<file path="config.mk">
export PLATFORM = sky130hd
export DESIGN_NAME = ntsc_line_gate
export DESIGN_NICKNAME = d
export VERILOG_FILES = /design/src/rtl/ntsc_gate_pkg.sv /design/src/rtl/ntsc_sync_edge.sv /design/src/rtl/ntsc_line_track.sv /design/src/rtl/ntsc_line_decode.sv /design/src/rtl/ntsc_line_gate.sv
export SDC_FILE = /design/constraint.sdc
export NUM_CORES = 1
export LEC_CHECK = 0
export BUFFER_PORTS_ARGS = -buffer_cell sky130_fd_sc_hd__clkbuf_2
export CORE_MARGIN = 8
export CORE_UTILIZATION = 59
export CTS_CLUSTER_DIAMETER = 200
export CTS_CLUSTER_SIZE = 40
export DETAILED_ROUTE_END_ITERATION = 10
export GPL_TIMING_DRIVEN = 0
export PLACE_DENSITY = 0.78
export SLEW_MARGIN = 20
export SYNTH_ARGS = -nofsm -noshare
export SYNTH_HDL_FRONTEND = slang
export SYNTH_SLANG_ARGS = --single-unit
</file>
<file path="constraint.sdc">
create_clock -name clk -period 4.1 [get_ports clk]
set_input_delay 0.41 -clock clk [delete_from_list [all_inputs] [get_ports clk]]
set_output_delay 0.41 -clock clk [all_outputs]
set_load 0.01 [all_outputs]
</file>
<file path="src/rtl/ntsc_gate_pkg.sv">
package ntsc_gate_pkg;

    typedef struct packed {
        logic vblank;
        logic burst;
        logic active;
        logic caption;
        logic field;
    } gate_flags_t;

    typedef struct packed {
        logic wide_blank;
        logic cap_f1_en;
        logic cap_f2_en;
        logic cap_all;
        logic active_on;
        logic burst_on;
        logic field_swap;
    } gate_cfg_t;

endpackage

</file>
<file path="src/rtl/ntsc_sync_edge.sv">
module ntsc_sync_edge (
    input  logic clk,
    input  logic rst,
    input  logic sync_in,
    input  logic pol,
    output logic edge_o
);
    logic prev_d, prev_q;

    always_comb begin
        prev_d = sync_in;
        edge_o = pol ? (sync_in & ~prev_q) : (~sync_in & prev_q);
    end

    always_ff @(posedge clk) begin
        if (rst) prev_q <= 1'b0;
        else     prev_q <= prev_d;
    end
endmodule

</file>
<file path="src/rtl/ntsc_line_track.sv">
module ntsc_line_track #(
    parameter int LINES     = 525,
    parameter int F1_LINES  = 262,
    parameter int HALF_LINE = 429,
    parameter int LINE_W    = 10
) (
    input  logic              clk,
    input  logic              rst,
    input  logic              hs_edge,
    input  logic              vs_edge,
    output logic [LINE_W-1:0] line_next_o
);
    localparam int HCNT_W = $clog2(HALF_LINE + 1);
    localparam logic [HCNT_W-1:0] HCNT_MAX = HCNT_W'(HALF_LINE);
    localparam logic [LINE_W-1:0] F2_FIRST = LINE_W'(F1_LINES + 1);
    localparam logic [LINE_W-1:0] LAST     = LINE_W'(LINES);

    typedef struct packed {
        logic [HCNT_W-1:0] hcnt;
        logic              pend;
        logic              pend_f2;
        logic [LINE_W-1:0] line;
    } track_t;

    track_t st_d, st_q;
    logic   late_vs;

    always_comb begin
        st_d    = st_q;
        late_vs = (st_q.hcnt >= HCNT_MAX);
        if (hs_edge) begin
            st_d.hcnt = '0;
            st_d.pend = 1'b0;
            if (vs_edge)
                st_d.line = late_vs ? F2_FIRST : LINE_W'(1);
            else if (st_q.pend)
                st_d.line = st_q.pend_f2 ? F2_FIRST : LINE_W'(1);
            else if (st_q.line == LAST)
                st_d.line = LINE_W'(1);
            else
                st_d.line = st_q.line + LINE_W'(1);
        end else begin
            if (st_q.hcnt != HCNT_MAX)
                st_d.hcnt = st_q.hcnt + HCNT_W'(1);
            if (vs_edge) begin
                st_d.pend    = 1'b1;
                st_d.pend_f2 = late_vs;
            end
        end
        line_next_o = st_d.line;
    end

    always_ff @(posedge clk) begin
        if (rst) st_q <= '0;
        else     st_q <= st_d;
    end
endmodule

</file>
<file path="src/rtl/ntsc_line_decode.sv">
module ntsc_line_decode
    import ntsc_gate_pkg::*;
#(
    parameter int F1_LINES   = 262,
    parameter int NARROW_VB  = 9,
    parameter int WIDE_VB    = 15,
    parameter int CAP_LINE_1 = 21,
    parameter int CAP_LINE_2 = 284,
    parameter int LINE_W     = 10
) (
    input  logic [LINE_W-1:0] line_i,
    input  gate_cfg_t         cfg_i,
    output gate_flags_t       flags_o
);
    localparam logic [LINE_W-1:0] F1_LAST = LINE_W'(F1_LINES);

    logic              in_f2;
    logic [LINE_W-1:0] fline;
    logic [LINE_W-1:0] depth;
    logic              in_blank;

    always_comb begin
        in_f2    = (line_i > F1_LAST);
        fline    = in_f2 ? (line_i - F1_LAST) : line_i;
        depth    = cfg_i.wide_blank ? LINE_W'(WIDE_VB) : LINE_W'(NARROW_VB);
        in_blank = (line_i != '0) && (fline <= depth);

        flags_o.vblank  = ~cfg_i.active_on & in_blank;
        flags_o.active  = cfg_i.active_on | ~in_blank;
        flags_o.burst   = ~cfg_i.active_on & (cfg_i.burst_on | ~in_blank);
        flags_o.caption = cfg_i.cap_all
                        | (cfg_i.cap_f1_en & (line_i == LINE_W'(CAP_LINE_1)))
                        | (cfg_i.cap_f2_en & (line_i == LINE_W'(CAP_LINE_2)));
        flags_o.field   = in_f2 ^ cfg_i.field_swap;
    end
endmodule

</file>
<file path="src/rtl/ntsc_line_gate.sv">
module ntsc_line_gate
    import ntsc_gate_pkg::*;
#(
    parameter int LINES      = 525,
    parameter int F1_LINES   = 262,
    parameter int HALF_LINE  = 429,
    parameter int NARROW_VB  = 9,
    parameter int WIDE_VB    = 15,
    parameter int CAP_LINE_1 = 21,
    parameter int CAP_LINE_2 = 284
) (
    input  logic clk,
    input  logic rst,
    input  logic hsync_in,
    input  logic vsync_in,
    input  logic hs_pol,
    input  logic vs_pol,
    input  logic wide_blank,
    input  logic cap_f1_en,
    input  logic cap_f2_en,
    input  logic cap_all,
    input  logic burst_on,
    input  logic active_on,
    input  logic field_swap,
    output logic vblank_o,
    output logic burst_en_o,
    output logic active_en_o,
    output logic caption_en_o,
    output logic field_o
);
    localparam int LINE_W  = $clog2(LINES + 1);
    localparam int N_SYNC  = 2;

    logic [N_SYNC-1:0] sync_w, pol_w, edge_w;
    logic [LINE_W-1:0] line_next;
    gate_cfg_t         cfg;
    gate_flags_t       dec_flags;
    gate_flags_t       flags_d, flags_q;

    assign sync_w = {vsync_in, hsync_in};
    assign pol_w  = {vs_pol, hs_pol};

    for (genvar g = 0; g < N_SYNC; g++) begin : g_edge
        ntsc_sync_edge u_edge (
            .clk    (clk),
            .rst    (rst),
            .sync_in(sync_w[g]),
            .pol    (pol_w[g]),
            .edge_o (edge_w[g])
        );
    end

    ntsc_line_track #(
        .LINES    (LINES),
        .F1_LINES (F1_LINES),
        .HALF_LINE(HALF_LINE),
        .LINE_W   (LINE_W)
    ) u_track (
        .clk        (clk),
        .rst        (rst),
        .hs_edge    (edge_w[0]),
        .vs_edge    (edge_w[1]),
        .line_next_o(line_next)
    );

    always_comb begin
        cfg.wide_blank = wide_blank;
        cfg.cap_f1_en  = cap_f1_en;
        cfg.cap_f2_en  = cap_f2_en;
        cfg.cap_all    = cap_all;
        cfg.active_on  = active_on;
        cfg.burst_on   = burst_on;
        cfg.field_swap = field_swap;
    end

    ntsc_line_decode #(
        .F1_LINES  (F1_LINES),
        .NARROW_VB (NARROW_VB),
        .WIDE_VB   (WIDE_VB),
        .CAP_LINE_1(CAP_LINE_1),
        .CAP_LINE_2(CAP_LINE_2),
        .LINE_W    (LINE_W)
    ) u_decode (
        .line_i (line_next),
        .cfg_i  (cfg),
        .flags_o(dec_flags)
    );

    always_comb begin
        flags_d = edge_w[0] ? dec_flags : flags_q;
    end

    always_ff @(posedge clk) begin
        if (rst) flags_q <= '0;
        else     flags_q <= flags_d;
    end

    assign vblank_o     = flags_q.vblank;
    assign burst_en_o   = flags_q.burst;
    assign active_en_o  = flags_q.active;
    assign caption_en_o = flags_q.caption;
    assign field_o      = flags_q.field;
endmodule

</file>
* After elaboration in Yosys (flattened, before gate mapping)
Index checks and enable logic that the tools add are counted.
Cells by class: $add $sub $neg 3, multiply operators 0, div/mod/pow operators 0, magnitude comparators 3, eq/ne operators 4, shifts and indexed selects 0, mux-type cells 10, bitwise operators 20, reduce and logical (&&, ||, !) cells 4
Operator list (count):
- $mux W10 | 5
- $mux W9 | 2
- $add A10 B1 Y10 const B | 1
- $eq A10 B10 Y1 const B | 1
- $eq A10 B5 Y1 const B | 1
- $eq A10 B9 Y1 const B | 1
- $gt A10 B9 Y1 const B | 1
- $le A10 B10 Y1 | 1
- $reduce_bool A10 Y1 | 1
- $sub A10 B9 Y10 const B | 1
- $add A9 B1 Y9 const B | 1
- $ge A9 B9 Y1 const B | 1
- $ne A9 B9 Y1 const B | 1
- $and A1 B1 Y1 | 8
- $not A1 Y1 | 7
- $or A1 B1 Y1 | 4
- $mux W3 | 1
- $mux W1 | 2
- $reduce_and A2 Y1 | 1
- $reduce_or A2 Y1 | 1
- $logic_and A1 B1 Y1 | 1
- $xor A1 B1 Y1 | 1
Word-level totals: bits in registers 28, latch bits 0, bits in writable memories 0, memory bits (read-only) 0, output and inout port bits 5, logic and storage cells 55, memories 0

* Longest topological paths before layout
depth after elaboration 12, mapped depth 16

* Modules after synthesis
A second synthesis with hierarchy kept.
Unflattened totals: cells, all modules 216, area, all modules 1804.2 µm²
By module, submodules not included:
- ntsc_line_track | times used 1, cells an instance 138, area each 1164.9 µm², sequential area each 420.4 µm²
- ntsc_line_decode | times used 1, cells an instance 52, area each 361.6 µm², sequential area each 0.0 µm²
- ntsc_line_gate | times used 1, cells an instance 16, area each 180.2 µm², sequential area each 100.1 µm²
- ntsc_sync_edge | times used 2, cells an instance 5, area each 48.8 µm², sequential area each 20.0 µm²

* Worst setup path after synthesis
Ideal clock, no wire load.
path type in2reg, start input port hsync_in, end register flags_q (netlist bit vblank_o), arrival 3.500 ns, setup slack 0.483 ns, stages on the path 15, path through or3b_1 > buf_6 > a211oi_2 > mux2_2 > a41oi_1 > a31o_2 > and2_1 > mux2_2 > ha_1 > a21oi_1 > a31oi_1 > a21boi_0 > mux2i_1 > nor2_1 > a32o_1
Between the ends: word-level cells in the longest chain between the ends 9, elaborated cells on any way between the ends 12, classes of those cells add/sub (1); order compare (2); mux (3); bitwise (4); reduce/logical (2)
RTL lines:
- start, declared | line ntsc_line_gate.sv:14 | input logic hsync_in,
- $not A1 Y1 | line ntsc_sync_edge.sv:12 | edge_o = pol ? (sync_in & ~prev_q) : (~sync_in & prev_q);
- $and A1 B1 Y1 | line ntsc_sync_edge.sv:12
- $mux W1 (*) | line ntsc_sync_edge.sv:12
- $mux W10 | line ntsc_line_track.sv:31 | if (hs_edge) begin
- $sub A10 B9 Y10 / $gt A10 B9 Y1 (equally long branches) | line ntsc_line_decode.sv:24, ntsc_line_decode.sv:23
- $mux W10 | line ntsc_line_decode.sv:24 | fline = in_f2 ? (line_i - F1_LAST) : line_i;
- $le A10 B10 Y1 | line ntsc_line_decode.sv:26 | in_blank = (line_i != '0) && (fline <= depth);
- $logic_and A1 B1 Y1 | line ntsc_line_decode.sv:26
- $and A1 B1 Y1 | line ntsc_line_decode.sv:28 | flags_o.vblank = ~cfg_i.active_on & in_blank;
- end signal, assigned | line ntsc_line_gate.sv:95 | else flags_q <= flags_d;
- end, declared | line ntsc_line_gate.sv:38 | gate_flags_t flags_d, flags_q;
Every way passes the cells marked *; elsewhere a longest branch is shown, timed or not. A chain may end at the register's enable or synchronous reset.

* Final worst setup path
start register g_edge[0].u_edge.prev_q, end register flags_q (netlist bit vblank_o)
Between the ends: word-level cells in the longest chain between the ends 9, elaborated cells on any way between the ends 12, classes of those cells add/sub (1); order compare (2); mux (3); bitwise (4); reduce/logical (2)
RTL lines:
- start, declared | line ntsc_sync_edge.sv:8 | logic prev_d, prev_q;
- start signal, assigned | line ntsc_sync_edge.sv:17 | else prev_q <= prev_d;
- $not A1 Y1 | line ntsc_sync_edge.sv:12
- $and A1 B1 Y1 | line ntsc_sync_edge.sv:12
- $mux W1 (*) | line ntsc_sync_edge.sv:12
- $mux W10 | line ntsc_line_track.sv:31
- $sub A10 B9 Y10 / $gt A10 B9 Y1 (equally long branches) | line ntsc_line_decode.sv:24, ntsc_line_decode.sv:23
- $mux W10 | line ntsc_line_decode.sv:24
- $le A10 B10 Y1 | line ntsc_line_decode.sv:26
- $logic_and A1 B1 Y1 | line ntsc_line_decode.sv:26
- $and A1 B1 Y1 | line ntsc_line_decode.sv:28
Marked as above.

==> results.sh <==
export IMPL_status="finished, final reports clean"
export IMPL_skew_ps=8.41
export IMPL_synth_cell_types=64
export IMPL_power_switching_mw=0.164
export IMPL_syn_nets=278
export IMPL_core_area_mm2=0.00334
export IMPL_r2r_end="vblank_o"
export IMPL_io_buffers=17
export IMPL_rrSetupSlack_ps=320
export IMPL_clock_sinks=28
export IMPL_p_seq_frac=0.502
export IMPL_syn_area_mm2=0.00206
export IMPL_synth_edf_count=0
export IMPL_synth_area_leaders="dfxtp_1 27%, nor2_1 6.4%, xnor2_1 4.7%, ha_1 4.3%, nand2_1 4.2%"
export IMPL_timing_final_crit_period_ps=3780
export IMPL_hold_viol_final=0
export IMPL_worstMarginPinSlew_ps=567
export IMPL_ys_flop_type="dfxtp_1"
export IMPL_num_rows=21
export IMPL_fin_nets=299
export IMPL_place_inst=321
export IMPL_r2r_start="g_edge[0].u_edge.prev_q"
export IMPL_drc=0
export IMPL_ant_nets=0
export IMPL_die_area_mm2=0.00564
export IMPL_drt_pass1_iterations=4
export IMPL_grt_max_degree=17
export IMPL_min_period_over_period=0.922
export IMPL_syn_instance_count=258
export IMPL_cts_root_buf="clkbuf_4"
export IMPL_fill_cells=303
export IMPL_grt_pass1_vias=1941
export IMPL_p_int_mw=0.421
export IMPL_path_clk_slew_ps=160
export IMPL_worstRegToRegCells=15
export IMPL_power_density_mw_per_mm2=256
export IMPL_area_delta_synth_final_pct=10.8
export IMPL_numCtsBuffers=3
export IMPL_yosysTopAreaCellShare=0.272
export IMPL_ys_seq_area_frac=0.272
export IMPL_postSynth_asyncResetShare=0
export IMPL_tritoncts="yes"
export IMPL_start_util=0.618
export IMPL_peakVddDrop_mv=0.192
export IMPL_wl_per_cell_um=16.2
export IMPL_drtIter0Drc=289
export IMPL_arrival_ps=4050
export IMPL_synth_area_per_cell_um2=7.99
export IMPL_max_freq_mhz=264
export IMPL_worstPathRequired_ps=4370
export IMPL_hp_class="in2reg"
export IMPL_routed_wl_mm=5.25
export IMPL_cts_setup_buffers=0
export IMPL_yosys_warnings=0
export IMPL_drv_cap=0
export IMPL_power_leakage_nw=0.867
export IMPL_rsz0062_at_grt="false"
export IMPL_num_io_pins=18
export IMPL_grt_overflow=0
export IMPL_final_cells=324
export IMPL_via_count=2019
export IMPL_clkLatencyLatePin_ps=350
export IMPL_p_clk_frac=0.321
export IMPL_final_core_util=0.684
export IMPL_antenna_cells=0
export IMPL_postSynthRegisterBits=28
export IMPL_switching_share=0.280
export IMPL_die_w_um=75.1
export IMPL_synthTopCellsByCount="35 x nor2_1, 28 x dfxtp_1, 23 x nand2_1, 12 x a21oi_1, 11 x xnor2_1"
export IMPL_avgViaCountPerCell=6.23
export IMPL_synthDominantAreaCellType="dfxtp_1"
export IMPL_clockBufferDepth=2
export IMPL_dp_hpwl_mm=3.92
export IMPL_min_from="hsync_in"
export IMPL_slew_viol_final=0
export IMPL_critPathMaxFanout=8
export IMPL_cp_end_kind="register"
export IMPL_antenna_found_initial=0
export IMPL_final_cell_area_mm2=0.00228
export IMPL_p_comb_frac=0.177
export IMPL_cp_endpoint="vblank_o"
export IMPL_postCtsHoldBufs=0
export IMPL_die_y_um=75.1
export IMPL_cts_max_level=1
export IMPL_crit_type="reg2reg"
export IMPL_routabilityCongestion=0.969
export IMPL_cp_start_kind="register"
export IMPL_crit_start="g_edge[0].u_edge.prev_q"
export IMPL_yosysMostFrequentCell="nor2_1"
export IMPL_grt_first_pass_wirelength_mm=8.96
export IMPL_fin_tns_setup_ps=0
export IMPL_place_area_mm2=0.00220
export IMPL_drive_above_1_share=0.169
export IMPL_max_slew_margin_rel=0.621
export IMPL_finalSetupViolations=0
export IMPL_track_usage=0.203
-- worst max-delay path, stage by stage (launching register included) --
cell and delay [ps]:
dfxtp_1 350, or3b_1 350, buf_6 150, a211oi_2 240
mux2_2 410, a41oi_1 340, a31o_2 170, and2_1 210
mux2_2 360, ha_1 300, a21oi_1 70, a31oi_1 170
a21boi_0 110, mux2i_1 180, nor2_1 90, a32o_1 200
-- through the flow --
stage               hold WS [ps]  worst slack, ps  power, mW
floorplan                    454              483      0.367
global placement             450              102      0.396
detailed placement           454             28.8      0.398
CTS                          287              122      0.585
global route                 281             15.5      0.612
finish                       285              319      0.585
-- sequential cells by signal, indices dropped and copies added (netlist names) --
signal	flops
u_track.st_q	21
field_o	1
vblank_o	1
caption_en_o	1
active_en_o	1
burst_en_o	1
g_edge.u_edge.prev_q	2
-- routing by layer --
layer,track usage,part of all wire,vias up
li1,-,-,1001
met1,0.269,0.47,932
met2,0.310,0.44,73
met3,0.0333,0.059,13
met4,0.0913,0.026,0
met5,0,0,-
-- worst min path at each step --
| stage | endpoint | slack, ps | cells past startpoint |
|---|---|---|---|
| floorplan | u_track.st_q[10] | 450 | 2 |
| global placement | burst_en_o | 450 | 2 |
| detailed placement | burst_en_o | 450 | 2 |
| CTS | g_edge[1].u_edge.prev_q | 290 | 2 |
| global route | g_edge[0].u_edge.prev_q | 280 | 2 |
| finish | g_edge[0].u_edge.prev_q | 290 | 2 |
-- kinds of logic after synthesis --
group / synth area share
and+or+nand+nor: 0.300
AOI/OAI and AO/OA: 0.245
muxes: 0.0310
buffers and inverters: 0.0419
DFF: 0.272
xor gates and xnor gates: 0.0680
adders and majority gates: 0.0425
-- power by group through the flow --
stage | clock network (mW) | registers, mW | logic (mW)
floorplan | 0 | 0.297 | 0.0695
global placement | 0 | 0.298 | 0.0979
detailed placement | 0 | 0.298 | 0.0999
CTS | 0.192 | 0.292 | 0.101
global route | 0.202 | 0.295 | 0.115
finish | 0.188 | 0.293 | 0.104
-- cell type report --
cell class / count / area [um2] / area share
clock inverter: 1 / 30.0 / 0.0132
clock buffer: 3 / 22.5 / 0.00986
buffer: 10 / 57.6 / 0.0252
sequential: 28 / 562 / 0.246
inverter: 7 / 26.3 / 0.0115
timing repair buffer: 17 / 85.1 / 0.0373
tap: 46 / 57.6 / 0.0252
multi-input combinational: 212 / 1440 / 0.632
-- placed cells by master, fill, tap and decap left out, types with 5 or more instances in the layout --
cell | synthesis | layout
nor2_1 | 35 | 35
dfxtp_1 | 28 | 27
nand2_1 | 23 | 23
clkbuf_2 | 0 | 18
a21oi_1 | 12 | 12
xnor2_1 | 11 | 11
nand3_1 | 9 | 9
and2_1 | 8 | 8
nand4_1 | 8 | 8
o21ai_0 | 8 | 8
inv_1 | 7 | 7
a211oi_1 | 6 | 6
ha_1 | 7 | 6
xor2_1 | 5 | 5
-- timing repair --
item	CTS	global route
gates resized for setup	0	7
endpoints found under the hold margin	0	0
setup endpoints to repair	1	3
Note: power is estimated with default switching activity, not from simulation.
